File: src/rtl/br_nextpc.sv
module br_nextpc (
  input  logic        clk,
  input  logic        rst,
  input  logic        i_vld,
  input  logic [31:0] i_inst,
  input  logic [63:0] i_pc,
  input  logic [63:0] i_src_a,
  input  logic [63:0] i_src_b,
  input  logic [7:0]  i_flags,
  output logic [4:0]  o_idx_a,
  output logic [4:0]  o_idx_b,
  output logic [2:0]  o_flag_idx,
  output logic        o_vld,
  output logic        o_is_br,
  output logic        o_taken,
  output logic [63:0] o_npc,
  output logic        o_lnk_we,
  output logic [4:0]  o_lnk_idx,
  output logic [63:0] o_lnk_val
);
  logic [5:0]  op;
  logic [63:0] off21, off26, off16, seq_pc, tgt;
  logic        is_br, taken, lnk_we, s_lt, u_lt, flag;
  logic [4:0]  lnk_idx;

  assign op         = i_inst[31:26];
  assign o_idx_a    = i_inst[9:5];
  assign o_idx_b    = i_inst[4:0];
  assign o_flag_idx = i_inst[7:5];
  assign flag       = i_flags[i_inst[7:5]];

  assign off21 = {{41{i_inst[4]}}, i_inst[4:0], i_inst[25:10], 2'b00};
  assign off26 = {{36{i_inst[9]}}, i_inst[9:0], i_inst[25:10], 2'b00};
  assign off16 = {{46{i_inst[25]}}, i_inst[25:10], 2'b00};

  assign seq_pc = i_pc + 64'd4;
  assign u_lt   = i_src_a < i_src_b;
  assign s_lt   = $signed(i_src_a) < $signed(i_src_b);

  always_comb begin
    is_br   = 1'b1;
    taken   = 1'b0;
    tgt     = i_pc + off16;
    lnk_we  = 1'b0;
    lnk_idx = 5'd0;
    case (op)
      6'h10: begin taken = (i_src_a == 64'd0); tgt = i_pc + off21; end
      6'h11: begin taken = (i_src_a != 64'd0); tgt = i_pc + off21; end
      6'h12: begin
        tgt = i_pc + off21;
        if (i_inst[9:8] == 2'b00)      taken = ~flag;
        else if (i_inst[9:8] == 2'b01) taken = flag;
        else                           is_br = 1'b0;
      end
      6'h13: begin
        taken = 1'b1; tgt = i_src_a + off16;
        lnk_idx = i_inst[4:0]; lnk_we = (i_inst[4:0] != 5'd0);
      end
      6'h14: begin taken = 1'b1; tgt = i_pc + off26; end
      6'h15: begin
        taken = 1'b1; tgt = i_pc + off26;
        lnk_idx = 5'd1; lnk_we = 1'b1;
      end
      6'h16: taken = (i_src_a == i_src_b);
      6'h17: taken = (i_src_a != i_src_b);
      6'h18: taken = s_lt;
      6'h19: taken = ~s_lt;
      6'h1A: taken = u_lt;
      6'h1B: taken = ~u_lt;
      default: is_br = 1'b0;
    endcase
  end

  always_ff @(posedge clk) begin
    if (rst) o_vld <= 1'b0;
    else     o_vld <= i_vld;
  end

  always_ff @(posedge clk) begin
    if (i_vld) begin
      o_is_br   <= is_br;
      o_taken   <= taken;
      o_npc     <= taken ? tgt : seq_pc;
      o_lnk_we  <= lnk_we;
      o_lnk_idx <= lnk_idx;
      o_lnk_val <= seq_pc;
    end
  end


  vld_follow_chk: assert property (@(posedge clk) disable iff (rst)
    i_vld |=> o_vld);

  nonbr_quiet_chk: assert property (@(posedge clk) disable iff (rst)
    (o_vld && !o_is_br) |-> (!o_taken && !o_lnk_we));

  no_r0_write_chk: assert property (@(posedge clk) disable iff (rst)
    (o_vld && o_lnk_we) |-> (o_lnk_idx != 5'd0));

  seq_pc_chk: assert property (@(posedge clk) disable iff (rst)
    (i_vld && !taken) |=> (o_npc == $past(i_pc) + 64'd4));

  hold_chk: assert property (@(posedge clk) disable iff (rst)
    (o_vld && !i_vld) |=> $stable(o_npc));
endmodule

File: config.mk
export PLATFORM = sky130hd
export DESIGN_NAME = br_nextpc
export DESIGN_NICKNAME = d
export VERILOG_FILES = /design/src/rtl/br_nextpc.sv
export SDC_FILE = /design/constraint.sdc
export NUM_CORES = 1
export LEC_CHECK = 0
export CAP_MARGIN = 20
export CORE_MARGIN = 3
export CORE_UTILIZATION = 52
export CTS_CLUSTER_DIAMETER = 60
export DETAILED_ROUTE_END_ITERATION = 10
export HOLD_SLACK_MARGIN = 0.15
export PLACE_DENSITY = 0.84
export RECOVER_POWER = 100
export SLEW_MARGIN = 20
export SYNTH_ARGS = -nofsm -noshare
export SYNTH_HDL_FRONTEND = slang
export SYNTH_SLANG_ARGS = --single-unit
File: constraint.sdc
create_clock -name clk -period 6.9 [get_ports clk]
set_input_delay 1.035 -clock clk [delete_from_list [all_inputs] [get_ports clk]]
set_output_delay 1.035 -clock clk [all_outputs]
set_load 0.005 [all_outputs]
==> results.cfg <==
[layout]
seq_area_mm2 = 0.00410
post_route_cells_drive_above_1_share_pct = 3.54
final_design_area_no_fill_mm2 = 0.0205
antenna_cells = 0
final_cells = 2653
multi_input_area_mm2 = 0.0110
relative_area_change_from_synthesis_to_final_layout_pct = 28.3
fillers = 2448
nNetsFinal = 2678

[placement]
postPlaceCellArea_mm2 = 0.0200
place.port_buffers = 384
cell_count_after_placement = 2621
dp_hpwl_um = 47200
routabilityCongestion = 0.998

[grt]
grt_met3_usage_pct = 6.60
via_count_of_the_first_global_routing_pass = 15700
grt_busiest_layer = met2
groute.usage.overall_pct = 33.5
grt_start_max_net_pins = 76
grt_overflow = 0
initial_antenna_violation_count = 1
met1_usage_pct = 48.1
first_pass_grt_wire_length_um = 88200
global_route_track_usage_on_met2_pct = 51.4

[cts]
cts_buffers = 17
cts.sinks = 137
postCtsSetupBuffers = 0
cts_hold_buffers = 0
clkTransAtPathRegs_ns = 0.06
cts_tree = done
post_cts_resized = 0
cts-htree-levels = 4
cts_buffer_depth = 2
clockRootBuffer = sky130_fd_sc_hd__clkbuf_16

[routing]
drt_initial_violations = 2029
drt_pass1_iterations = 6
post_drt_wl_per_cell_um = 21.7
wirelength_um = 57500
route.antenna.remaining_nets = 0
dr_total_vias = 16800
detail_route.vias_per_cell = 6.32
drc = 0

[logic_synthesis]
yosysMostFrequentCell = sky130_fd_sc_hd__a21oi_1
fraction_of_the_yosys_area_taken_by_sequential_cells_pct = 25.7
syn_nets = 2356
syn_avg_cell_area_um2 = 8.29
postSynth.asyncResetShare_pct = 0
post_synth_inst_count = 1928
netlist.top_cell.by_area = sky130_fd_sc_hd__edfxtp_1
synth.top_cell.area_share_pct = 25.5
ys_top_cells_by_area = sky130_fd_sc_hd__edfxtp_1, sky130_fd_sc_hd__ha_1, sky130_fd_sc_hd__a21oi_1, sky130_fd_sc_hd__xnor2_1, sky130_fd_sc_hd__nand2_1
yosysUniqueCellTypes = 87
netlist_area_mm2 = 0.0160
synth-edff-count = 136
synthesis.yosys.warnings = 0
synth_common_cells = sky130_fd_sc_hd__a21oi_1, sky130_fd_sc_hd__ha_1, sky130_fd_sc_hd__nand2_1
synth.ff_latch_count = 137
postSynth.topFlopCell = sky130_fd_sc_hd__edfxtp_1

[sta]
setup_violations = 0
tns_ns = 0
worst_slew_pin_slew_ns = 3.39
finalHoldViolations = 0
relative_slew_slack_pct = -126
finalCriticalPeriod_ns = 6.66
final_max_slew_viol_count = 253
fin_crit_sh_pct = 96.5
unrepaired_setup_endpoints_after_global_routing = no
timing.fmax_mhz = 150

[pwr]
vdd.ir_drop.worst_mv = 0.122
final_power_mw = 3.42
power_density_mw_per_mm2 = 167
power_leakage_nw = 8.56

[floorplan]
die_footprint_mm2 = 0.0329
chipHeight_um = 181
coreArea_mm2 = 0.0300
die_width_um = 181
floorplan.initialDensity_pct = 53.4
boundaryPins = 385
rows = 63

[worst_setup_path]
critPathRequiredTime_ns = 7.08
crit_path_max_fanout = 32
path_class = input port to flop
path_cells = dlygate4sd3_1 > nor4_1 > nand4_1 > nor4_1 > xor2_1 > nor3_1 > a311oi_2 > a22oi_2 > clkbuf_1 > clkbuf_1 > mux2_2
setup.worst_path.end_class = flop
endpoint_arrival_time_on_the_critical_path_ns = 6.84
start_kind = input port
crit_path_top_delay_cell = sky130_fd_sc_hd__clkbuf_1
critical_path.max_stage_delay_ns = 1.19

[flow_run]
cap_violations = 5

[outcome]
failed_checks = max-capacitance violations, max-slew violations
run_status = finished with violations

[min_path]
timing.hold.worst.class = input port to flop
power breakdown:
part	internal [mW]	switching, mW
Sequential	1.01	0.0222
Combinational	0.639	0.838
Clock	0.533	0.378
sequential cells by signal, summed over array words and instances, names as in the netlist:
| name | flops |
|---|---|
| o_npc | 64 |
| o_lnk_val | 64 |
| o_lnk_we | 1 |
| o_vld | 1 |
| o_lnk_idx | 5 |
| o_is_br | 1 |
| o_taken | 1 |
final cells by class:
class	instances	area share (%)
flip-flops and latches	137	20.0
clock inverters	14	0.720
inverters	112	2.05
clock buffers	18	2.09
multi-input cells	1585	53.7
repair buffers	397	19.0
well taps	390	2.38
kinds of logic after synthesis:
family,synth area share (%)
AND/OR/NAND/NOR,18.4
adder cells (fa/ha/maj),15.2
AO/OA/AOI/OAI,24.4
XOR/XNOR,9.37
flip-flops,25.7
multiplexers,1.67
buffers and inverters,5.26
metrics by stage:
| step | hold slack, ns | setup WS [ns] | util [%] |
|---|---|---|---|
| 2_1_floorplan | 1.11 | 1.04 | - |
| 3_3_place_gp | 1.54 | 0.628 | 66.8 |
| 3_5_place_dp | 1.55 | 0.460 | 66.8 |
| 4_1_cts | 1.10 | 0.899 | 68.7 |
| 5_1_grt | 1.13 | 0.240 | 68.5 |
| 6_report | 1.13 | 0.242 | 68.5 |
path summary, 6_finish.rpt:
kind	start	endpoint	slack, ns	cells past startpoint
setup / recovery	i_src_a[3]	o_npc[6]	0.24	11
hold / removal	rst	o_vld	1.13	2
worst max-delay path, delay by kind of cell:
| kind | cells | cell delay [ns] |
|---|---|---|
| buffers and inverters | 3 | 2.78 |
| xor gates and xnor gates | 1 | 0.13 |
| and+or+nand+nor | 4 | 2.16 |
| muxes | 1 | 0.44 |
| AOI/OAI and AO/OA | 2 | 0.26 |
per-layer routing:
metal / wire [um] / up-vias / part of all wire (%)
met5: 15 / - / 0.026
met4: 1700 / 2 / 3.0
met3: 5990 / 120 / 10
met2: 24800 / 975 / 43
met1: 25000 / 7838 / 43
li1: - / 7832 / -
placed cells by master, fill, tap and decap left out, types with 17 or more instances in the layout:
master and n:
sky130_fd_sc_hd__xnor2_1 96, sky130_fd_sc_hd__o21bai_1 20, sky130_fd_sc_hd__ha_1 191, sky130_fd_sc_hd__a21o_1 86, sky130_fd_sc_hd__mux2_2 17, sky130_fd_sc_hd__nand2b_1 17
sky130_fd_sc_hd__nand3_1 60, sky130_fd_sc_hd__a211oi_1 20, sky130_fd_sc_hd__inv_1 112, sky130_fd_sc_hd__o21a_1 29, sky130_fd_sc_hd__nand2_1 181, sky130_fd_sc_hd__nor4_1 29
sky130_fd_sc_hd__edfxtp_1 136, sky130_fd_sc_hd__nand4_1 47, sky130_fd_sc_hd__clkdlybuf4s50_1 224, sky130_fd_sc_hd__xor2_1 75, sky130_fd_sc_hd__clkbuf_16 17, sky130_fd_sc_hd__nor3_1 31
sky130_fd_sc_hd__o21ai_0 99, sky130_fd_sc_hd__and3_1 29, sky130_fd_sc_hd__a21oi_1 200, sky130_fd_sc_hd__o211ai_1 26, sky130_fd_sc_hd__dlygate4sd3_1 158, sky130_fd_sc_hd__a31oi_1 21
sky130_fd_sc_hd__nor2_1 129
(Power assumes the default switching activity.)
